===== src/rtl/tmr_pkg.sv =====
package tmr_pkg;
  localparam int unsigned BYTE_W = 8;
  localparam int unsigned SEL_W  = 2;

  typedef enum logic [1:0] {
    ADDR_CTRL   = 2'd0,
    ADDR_CNT_LO = 2'd1,
    ADDR_CNT_HI = 2'd2,
    ADDR_STAT   = 2'd3
  } tmr_addr_e;

  localparam int unsigned CTRL_EN   = 0;
  localparam int unsigned CTRL_PRE  = 1;
  localparam int unsigned CTRL_EXT  = 3;
  localparam int unsigned CTRL_WIDE = 7;
  localparam int unsigned STAT_FLAG = 0;
  localparam int unsigned STAT_IE   = 1;

  typedef struct packed {
    logic             wide;
    logic             ext;
    logic [SEL_W-1:0] pre;
    logic             en;
  } tmr_ctrl_t;
endpackage


===== src/rtl/tmr_tick_sync.sv =====
module tmr_tick_sync #(
  parameter int unsigned STAGES = 2
) (
  input  logic clk_i,
  input  logic rst_ni,
  input  logic async_i,
  output logic rise_o
);
  logic [STAGES-1:0] sync_q;
  logic              last_q;

  generate
    for (genvar g = 0; g < STAGES; g++) begin : g_stage
      if (g == 0) begin : g_first
        always_ff @(posedge clk_i or negedge rst_ni)
          if (!rst_ni) sync_q[g] <= 1'b0;
          else         sync_q[g] <= async_i;
      end else begin : g_next
        always_ff @(posedge clk_i or negedge rst_ni)
          if (!rst_ni) sync_q[g] <= 1'b0;
          else         sync_q[g] <= sync_q[g-1];
      end
    end
  endgenerate

  always_ff @(posedge clk_i or negedge rst_ni)
    if (!rst_ni) last_q <= 1'b0;
    else         last_q <= sync_q[STAGES-1];

  assign rise_o = sync_q[STAGES-1] & ~last_q;

  assert_single_pulse_R11: assert property (@(posedge clk_i) disable iff (!rst_ni)
    rise_o |=> !rise_o);
endmodule


===== src/rtl/tmr_prescaler.sv =====
module tmr_prescaler #(
  parameter int unsigned SEL_W = 2,
  localparam int unsigned PRE_W = (1 << SEL_W) - 1
) (
  input  logic             clk_i,
  input  logic             rst_ni,
  input  logic             en_i,
  input  logic             tick_i,
  input  logic             clr_i,
  input  logic [SEL_W-1:0] sel_i,
  output logic             pulse_o
);
  logic [PRE_W-1:0] cnt_q;
  logic [PRE_W-1:0] mask;

  always_comb begin
    mask = '0;
    for (int i = 0; i < PRE_W; i++)
      if (i < int'(sel_i)) mask[i] = 1'b1;
  end

  assign pulse_o = en_i & tick_i & ((cnt_q & mask) == mask);

  always_ff @(posedge clk_i or negedge rst_ni)
    if (!rst_ni)              cnt_q <= '0;
    else if (clr_i)           cnt_q <= '0;
    else if (en_i && tick_i)  cnt_q <= cnt_q + 1'b1;

  // divide ratios above one never give two pulses in a row
  assert_no_back_to_back_R5: assert property (@(posedge clk_i) disable iff (!rst_ni)
    (pulse_o && sel_i != '0) |=> (!pulse_o || sel_i == '0));
  assert_clear_phase_R6: assert property (@(posedge clk_i) disable iff (!rst_ni)
    clr_i |=> cnt_q == '0);
endmodule


===== src/rtl/tmr_counter.sv =====
module tmr_counter #(
  parameter int unsigned BYTE_W = 8,
  localparam int unsigned CNT_W = 2 * BYTE_W
) (
  input  logic              clk_i,
  input  logic              rst_ni,
  input  logic              wide_i,
  input  logic              wr_lo_i,
  input  logic              wr_hi_i,
  input  logic              rd_lo_i,
  input  logic [BYTE_W-1:0] wdata_i,
  input  logic              inc_i,
  input  logic              evt_i,
  output logic [CNT_W-1:0]  count_o,
  output logic [BYTE_W-1:0] shadow_o,
  output logic              wrap_o
);
  logic [CNT_W-1:0]  count_q;
  logic [BYTE_W-1:0] shadow_q;
  logic              wr_cnt;

  assign wr_cnt = wr_lo_i | (wr_hi_i & ~wide_i);
  assign wrap_o = inc_i & ~wr_cnt & ~evt_i & (count_q == '1);

  always_ff @(posedge clk_i or negedge rst_ni)
    if (!rst_ni)                 shadow_q <= '0;
    else if (wide_i && wr_hi_i)  shadow_q <= wdata_i;
    else if (wide_i && rd_lo_i)  shadow_q <= count_q[CNT_W-1:BYTE_W];

  always_ff @(posedge clk_i or negedge rst_ni)
    if (!rst_ni) count_q <= '0;
    else if (wr_lo_i) begin
      count_q[BYTE_W-1:0] <= wdata_i;
      if (wide_i) count_q[CNT_W-1:BYTE_W] <= shadow_q;
    end
    else if (wr_hi_i && !wide_i) count_q[CNT_W-1:BYTE_W] <= wdata_i;
    else if (evt_i)              count_q <= '0;
    else if (inc_i)              count_q <= count_q + 1'b1;

  assign count_o  = count_q;
  assign shadow_o = shadow_q;

  assert_capture_R2: assert property (@(posedge clk_i) disable iff (!rst_ni)
    (wide_i && rd_lo_i && !wr_hi_i) |=> shadow_q == $past(count_q[CNT_W-1:BYTE_W]));
  assert_wide_hi_only_shadow_R3: assert property (@(posedge clk_i) disable iff (!rst_ni)
    (wide_i && wr_hi_i && !wr_lo_i && !evt_i && !inc_i) |=> $stable(count_q));
  assert_evt_clear_R9: assert property (@(posedge clk_i) disable iff (!rst_ni)
    (evt_i && !wr_cnt) |=> count_q == '0);
  assert_write_wins_R10: assert property (@(posedge clk_i) disable iff (!rst_ni)
    (wr_lo_i && evt_i) |=> count_q[BYTE_W-1:0] == $past(wdata_i));
endmodule


===== src/rtl/byte_timer16.sv =====
module byte_timer16
  import tmr_pkg::*;
#(
  parameter int unsigned SYNC_STAGES = 2
) (
  input  logic              clk_i,
  input  logic              rst_ni,
  input  logic [1:0]        bus_addr_i,
  input  logic              bus_wr_i,
  input  logic              bus_rd_i,
  input  logic [BYTE_W-1:0] bus_wdata_i,
  output logic [BYTE_W-1:0] bus_rdata_o,
  input  logic              ext_tick_i,
  input  logic              evt_reset_i,
  output logic              irq_o
);
  localparam int unsigned CNT_W = 2 * BYTE_W;

  tmr_ctrl_t         ctrl_q;
  logic              flag_q, ie_q;
  logic              wr_ctrl, wr_lo, wr_hi, wr_stat, rd_lo;
  logic              ext_rise, tick, step, wrap;
  logic [CNT_W-1:0]  count;
  logic [BYTE_W-1:0] shadow;

  assign wr_ctrl = bus_wr_i & (bus_addr_i == ADDR_CTRL);
  assign wr_lo   = bus_wr_i & (bus_addr_i == ADDR_CNT_LO);
  assign wr_hi   = bus_wr_i & (bus_addr_i == ADDR_CNT_HI);
  assign wr_stat = bus_wr_i & (bus_addr_i == ADDR_STAT);
  assign rd_lo   = bus_rd_i & (bus_addr_i == ADDR_CNT_LO);

  always_ff @(posedge clk_i or negedge rst_ni)
    if (!rst_ni) ctrl_q <= '0;
    else if (wr_ctrl) begin
      ctrl_q.en   <= bus_wdata_i[CTRL_EN];
      ctrl_q.pre  <= bus_wdata_i[CTRL_PRE +: SEL_W];
      ctrl_q.ext  <= bus_wdata_i[CTRL_EXT];
      ctrl_q.wide <= bus_wdata_i[CTRL_WIDE];
    end

  // wrap sets; only an explicit zero clears; set wins a tie
  always_ff @(posedge clk_i or negedge rst_ni)
    if (!rst_ni) begin
      flag_q <= 1'b0;
      ie_q   <= 1'b0;
    end else begin
      flag_q <= wrap | (flag_q & ~(wr_stat & ~bus_wdata_i[STAT_FLAG]));
      if (wr_stat) ie_q <= bus_wdata_i[STAT_IE];
    end

  tmr_tick_sync #(.STAGES(SYNC_STAGES)) u_sync (
    .clk_i   (clk_i),
    .rst_ni  (rst_ni),
    .async_i (ext_tick_i),
    .rise_o  (ext_rise)
  );

  assign tick = ctrl_q.ext ? ext_rise : 1'b1;

  tmr_prescaler #(.SEL_W(SEL_W)) u_pre (
    .clk_i   (clk_i),
    .rst_ni  (rst_ni),
    .en_i    (ctrl_q.en),
    .tick_i  (tick),
    .clr_i   (wr_lo),
    .sel_i   (ctrl_q.pre),
    .pulse_o (step)
  );

  tmr_counter #(.BYTE_W(BYTE_W)) u_cnt (
    .clk_i    (clk_i),
    .rst_ni   (rst_ni),
    .wide_i   (ctrl_q.wide),
    .wr_lo_i  (wr_lo),
    .wr_hi_i  (wr_hi),
    .rd_lo_i  (rd_lo),
    .wdata_i  (bus_wdata_i),
    .inc_i    (step),
    .evt_i    (evt_reset_i),
    .count_o  (count),
    .shadow_o (shadow),
    .wrap_o   (wrap)
  );

  always_comb begin
    bus_rdata_o = '0;
    unique case (bus_addr_i)
      ADDR_CTRL: begin
        bus_rdata_o[CTRL_EN]             = ctrl_q.en;
        bus_rdata_o[CTRL_PRE +: SEL_W]   = ctrl_q.pre;
        bus_rdata_o[CTRL_EXT]            = ctrl_q.ext;
        bus_rdata_o[CTRL_WIDE]           = ctrl_q.wide;
      end
      ADDR_CNT_LO: bus_rdata_o = count[BYTE_W-1:0];
      ADDR_CNT_HI: bus_rdata_o = ctrl_q.wide ? shadow : count[CNT_W-1:BYTE_W];
      ADDR_STAT: begin
        bus_rdata_o[STAT_FLAG] = flag_q;
        bus_rdata_o[STAT_IE]   = ie_q;
      end
      default: bus_rdata_o = '0;
    endcase
  end

  assign irq_o = flag_q & ie_q;

  assert_flag_rise_R7: assert property (@(posedge clk_i) disable iff (!rst_ni)
    $rose(flag_q) |-> $past(step && count == '1 && !evt_reset_i));
  assert_flag_fall_R7: assert property (@(posedge clk_i) disable iff (!rst_ni)
    $fell(flag_q) |-> $past(wr_stat && !bus_wdata_i[STAT_FLAG]));
  assert_evt_no_flag_R9: assert property (@(posedge clk_i) disable iff (!rst_ni)
    (evt_reset_i && !flag_q) |=> !flag_q);
  assert_hold_when_off_R5: assert property (@(posedge clk_i) disable iff (!rst_ni)
    (!ctrl_q.en && !bus_wr_i && !evt_reset_i) |=> $stable(count));
endmodule


===== config.mk =====
export PLATFORM = sky130hd
export DESIGN_NAME = byte_timer16
export DESIGN_NICKNAME = d
export VERILOG_FILES = /design/src/rtl/tmr_pkg.sv /design/src/rtl/tmr_tick_sync.sv /design/src/rtl/tmr_prescaler.sv /design/src/rtl/tmr_counter.sv /design/src/rtl/byte_timer16.sv
export SDC_FILE = /design/constraint.sdc
export NUM_CORES = 1
export LEC_CHECK = 0
export ABC_AREA = 1
export CORE_ASPECT_RATIO = 1.4
export CORE_UTILIZATION = 40
export DETAILED_ROUTE_END_ITERATION = 12
export PLACE_DENSITY = 0.66
export RECOVER_POWER = 100
export SYNTH_ARGS = -nofsm -noshare
export SYNTH_HDL_FRONTEND = slang
export SYNTH_HIERARCHICAL = 1
export SYNTH_SLANG_ARGS = --single-unit

===== constraint.sdc =====
create_clock -name clk_i -period 1.95 [get_ports clk_i]
set_clock_uncertainty 0.1 [all_clocks]
set_input_delay 0.39 -clock clk_i [delete_from_list [all_inputs] [get_ports clk_i]]
set_output_delay 0.39 -clock clk_i [all_outputs]
set_load 0.005 [all_outputs]

# Word-level counts from Yosys, hierarchy flattened
# Cells that the tools add are included.
[op_classes]
add_sub_neg = 2
n_lt_le_gt_ge = 3
n_eq_ne = 6
n_mux = 18
bitwise = 24
reduce_logical = 11
[op_table]
columns = ["cell", "n"]
rows = [
  ["16-bit 2-to-1 mux", 3],
  ["8-bit 2-to-1 mux", 5],
  ["16-bit by 1-bit adder with 16-bit output, second input constant", 1],
  ["16-bit equality test, second input constant", 1],
  ["1-bit AND", 15],
  ["2-bit one-hot mux with 4 select lines", 1],
  ["3-bit 2-to-1 mux", 2],
  ["1-bit NOT", 6],
  ["2-bit one-hot mux with 3 select lines", 1],
  ["3-bit one-hot mux with 2 select lines", 1],
  ["2-bit equality test, second input constant", 2],
  ["1-bit logical AND", 4],
  ["1-bit by 2-bit < comparator with 1-bit output, first input constant", 2],
  ["1-bit 2-to-1 mux", 4],
  ["2-bit nonzero test", 2],
  ["4-bit nonzero test", 1],
  ["3-bit by 1-bit adder with 3-bit output, second input constant", 1],
  ["3-bit AND", 1],
  ["3-bit equality test", 1],
  ["1-bit one-hot mux with 3 select lines", 1],
  ["3-bit nonzero test", 1],
  ["2-bit by 1-bit equality test with 1-bit output, second input constant", 1],
  ["2-bit zero test", 1],
  ["2-bit < comparator, first input constant", 1],
  ["other kinds (4)", 5],
]
[totals]
regBits = 37
in_bits = 16
output_inout_bits = 9
word_cells = 77

# Depth between registers and ports, before layout
[depth]
word_depth = 9
ltp_mapped = 13
mapped_depth_nobuf = 12

# Hierarchy
# The synthesis kept the hierarchy.
[by_module_without_submodules]
columns = ["module", "instances", "cells_each", "area_per_inst_um2", "seq_area_each_um2"]
rows = [
  ["tmr_counter", 1, 246, 1652.8, 600.6],
  ["byte_timer16", 1, 126, 723.2, 175.2],
  ["tmr_prescaler", 1, 25, 176.4, 75.1],
  ["tmr_tick_sync", 1, 5, 85.1, 75.1],
]

# Least setup slack after synthesis
# Ideal clock, no wire load.
[synth_path]
path_type = "input to register"
start = "input bus_addr_i[1]"
end = "register u_cnt.count_q[13], in the netlist u_cnt/count_o[13]"
t_arrival_ns = 1.596
setup_slack_ns = 0.138
cell_stages = 12
path_cell_list = "inv_1 -> ha_1 -> buf_4 -> nand2_1 -> inv_1 -> inv_2 -> o21ai_2 -> o22ai_2 -> buf_6 -> nor2_1 -> nand2_1 -> nand2_1"
[synth_between]
elab_cells_between_ends = 8
cone_classes = "eq/ne (2); mux (2); bitwise (2); reduce/logical (2)"
[synth_lines]
columns = ["element", "line_no", "text"]
rows = [
  ["from (decl)", "byte_timer16.sv:8", "input logic [1:0] bus_addr_i,"],
  ["2-bit by 1-bit equality test with 1-bit output *", "byte_timer16.sv:27", "assign wr_lo = bus_wr_i & (bus_addr_i == ADDR_CNT_LO);"],
  ["1-bit AND *", "byte_timer16.sv:27", ""],
  ["via wr_lo", "byte_timer16.sv:21", "logic wr_ctrl, wr_lo, wr_hi, wr_stat, rd_lo;"],
  ["4-bit nonzero test (no source line) / 16-bit 2-to-1 mux (equally long branches)", "--", ""],
  ["to (signal, indexed assignment)", "tmr_counter.sv:34", "if (wide_i) count_q[CNT_W-1:BYTE_W] <= shadow_q;"],
  ["to (signal, indexed assignment)", "tmr_counter.sv:36", "else if (wr_hi_i && !wide_i) count_q[CNT_W-1:BYTE_W] <= wdata_i;"],
  ["to (signal assigned)", "tmr_counter.sv:38", "else if (inc_i) count_q <= count_q + 1'b1;"],
  ["to (decl)", "tmr_counter.sv:18", "logic [CNT_W-1:0] count_q;"],
]
# Mark *: on every way through the listed nets, which the timed path passes. The rest lies on a longest branch.
# A chain may end at the register's enable or synchronous reset.

# Worst setup path in the final report
[layout_path]
start = "register ctrl_q[4] in the netlist's numbering"
end = "output bus_rdata_o[0]"
[layout_between]
elab_chain_len = 2
[layout_rtl]
columns = ["element", "line_no", "text"]
rows = [
  ["from (decl)", "byte_timer16.sv:19", "tmr_ctrl_t ctrl_q;"],
  ["8-bit 2-to-1 mux", "--", ""],
  ["2-bit one-hot mux with 4 select lines", "byte_timer16.sv:87", "unique case (bus_addr_i)"],
  ["to (decl)", "byte_timer16.sv:12", "output logic [BYTE_W-1:0] bus_rdata_o,"],
]
# Every way passes these cells.

==> impl_metrics.ini <==
[placed_design]
gp_congestion = 0.876
io_buffers = 24
placed_area_um2 = 3240
dp_hpwl_mm = 6.32
post-place-ws_ns = -0.748

[yosys]
yosys.area.top_type_share = 0.351
synth.area.top_cells = dfrtp_1, nand2_1, inv_1
synth.avg_cell_area_um2 = 6.56
ys_warn_count = 6
syn-instance-count = 402
synth_cell_types = 32
syn-cell-area_um2 = 2640
synth_nets = 426
ys_ff_latch = 37
yosys.area.top_type = dfrtp_1
yosysSeqAreaShare = 0.351

[final_layout]
multiInputGateArea_um2 = 1470
antenna_cells = 0
final_util = 0.538
nFillCells = 640
drive_above_1_share = 0.182
final_area_um2 = 3390
seqCellArea_um2 = 927
area_growth_pct = 28.4
nets = 497

[drt]
final_antenna_net_count = 0
top_layer = met4
dr_wl_met3_um = 339
routed_wl_mm = 8.21
wl_met2_mm = 4.21
num_vias = 2826
routed_via_density = 5.19
dr.first_iter.drc_count = 129
wl_per_cell_um = 15.1
drcViolationCount = 4
wl_met1_mm = 3.26
dr.pass1.iters = 9

[global_route]
grt_overflow_total = 0
grt_pass1_wl_mm = 13.3
grt_max_degree = 38
first_global_vias = 2775
antenna_found_initial = 0
grt_util_all_layers = 0.254

[critical_path]
critical-path-top-delay-family = flip-flops
slowest_stage = dfrtp_2
cp.depth = 5
crit_chain = buf_4 -> nand2_1 -> nand3_1 -> a21oi_1 -> clkbuf_2
crit_end = bus_rdata_o[0]
worstReg2RegStart = u_sync/sync_q[1]
cp-end-kind = primary output
r2r_cells = 12
startpoint_type = flop
worst-endpoint-required_ns = 1.46
slowest_delay_ns = 0.45
r2r_slack_ns = 0.16
cp.arrival_ns = 1.41
path_buf_inv = 2
r2r-end = u_cnt/count_o[2]
critical_path_class = flop to primary output
critPathMaxFanout = 4
critPathLaunch = ctrl_q[4]

[timing]
min_period_over_period = 0.972
holdWs_ns = 0.223
setup_violations = 0
slew-limit-headroom = 0.357
hold_viol = 0
worst_slew_pin_slew_ns = 0.964
slew_viol_final = 0
rsz0062_at_grt = true
fmax_mhz = 527
fin_ws_ns = 0.0541
period_needed_ns = 1.90

[clock_tree]
cts_root_buffer = clkbuf_8
cts_max_level = 2
clock_latency_ns = 0.29
hold_buffers = 0
clock_sinks = 37
cts_buffer_depth = 2
cts_buffers = 5
cts_tree = done
clk_pin_slew_worst_paths_ns = 0.07

[min_path]
holdCritPathClass = primary input to async pin

[floorplanning]
ioPinCount = 25
coreArea_um2 = 6300
fp.dieArea_um2 = 6930
die_width_um = 70.6
rows = 34
die_h_um = 98.1
start_util = 0.419

[run_status]
status = finished, violations left
failed_checks = design-rule violations

[pwr]
vdd_drop_max_mv = 0.355
powerDensity_nw_per_um2 = 744
p_leak_nw = 1.75
total_power_mw = 2.52

[job]
cap_violations = 0
[per-stage QoR]
stage,instances,setup TNS [ns]
3_3_place_gp,534,-18.12
2_1_floorplan,402,0
4_1_cts,545,0
6_report,545,0
3_5_place_dp,534,-18.69
5_1_grt,545,-0.00755
[layout make-up]
type,count,area share
flip-flops and latches,37,0.274
clock buffers,7,0.0255
multi-input cells,290,0.434
inverters,69,0.0795
repair buffers,70,0.160
well taps,72,0.0266
[registers in the layout, summed over array words and instances (netlist names)]
register and flops:
u_cnt/count_o 16, u_sync/sync_q 2, flag_q 1, u_sync/last_q 1, u_pre/cnt_q 3, u_cnt/shadow_o 8, ie_q 1, ctrl_q 5
[synth_stat cells, drive strengths merged]
library cell,count
a21boi,1
o21a,1
nor4,1
nand3,35
clkbuf,1
buf,5
a22oi,2
ha,8
o21ai,25
o311ai,3
o211ai,5
inv,69
dfrtp,37
xor2,1
nor2,35
nand4,6
o22ai,3
o21bai,1
or2,1
nand2,141
a21oi,21
[power by group]
group	internal (mW)	leakage [nW]	switching, mW	total [mW]
Combinational	0.375	1.23	0.516	0.892
Clock	0.281	0.0443	0.277	0.558
Sequential	0.923	0.472	0.147	1.07
Total	1.58	1.75	0.940	2.52
[timing repair]
action / CTS / global route
setup endpoints to repair: 36 / 9
pin swaps: 1 / 3
gates resized for setup: 39 / 20
buffers inserted: 4 / 0
[metal layers]
| metal | up-vias | track usage |
|---|---|---|
| met4 | 0 | 0.145 |
| met3 | 25 | 0.0372 |
| met5 | - | 0 |
| li1 | 1413 | - |
| met2 | 83 | 0.463 |
| met1 | 1305 | 0.277 |
[cells by family after synthesis]
kind of cell | after synthesis | synth area share
fa+ha+maj | 8 | 0.0380
compound gates | 62 | 0.141
xor+xnor | 1 | 0.00332
flops | 37 | 0.351
buf+inv | 75 | 0.119
simple gates | 219 | 0.347
[layout by cell type, fill, tap and decap left out, drive strengths merged]
cell type / instances
a21boi: 1
a21oi: 21
a22oi: 2
buf: 42
clkbuf: 20
clkdlybuf4s15: 2
clkdlybuf4s50: 10
dfrtp: 37
dlygate4sd3: 3
ha: 8
inv: 69
nand2: 141
nand3: 35
nand4: 6
nor2: 35
nor4: 1
o211ai: 5
o21a: 1
o21ai: 25
o21bai: 1
o22ai: 3
o311ai: 3
or2: 1
xor2: 1
[how the worst min path moves through the flow]
| stage | end | slack [ns] |
|---|---|---|
| floorplan | ctrl_q[0] | -0.006 |
| global placement | u_sync/sync_q[1] | 0.25 |
| detailed placement | u_sync/sync_q[1] | 0.26 |
| CTS | u_cnt/count_o[7] | 0.05 |
| global route | u_sync/sync_q[1] | 0.29 |
| finish | u_cnt/count_o[7] | 0.22 |
[worst reg2reg max path, cell delays in order, from the launching register on]
cell and delay, ns:
dfrtp_1 0.36, inv_1 0.05, nor2_2 0.06, inv_1 0.04, nand2_1 0.08, nand2_1 0.09, nor2_1 0.19, inv_1 0.08
a21oi_1 0.24, nor2_2 0.08, buf_4 0.16, nand2_1 0.05, o211ai_1 0.08
No activity file was read; power rests on OpenSTA's default activity.
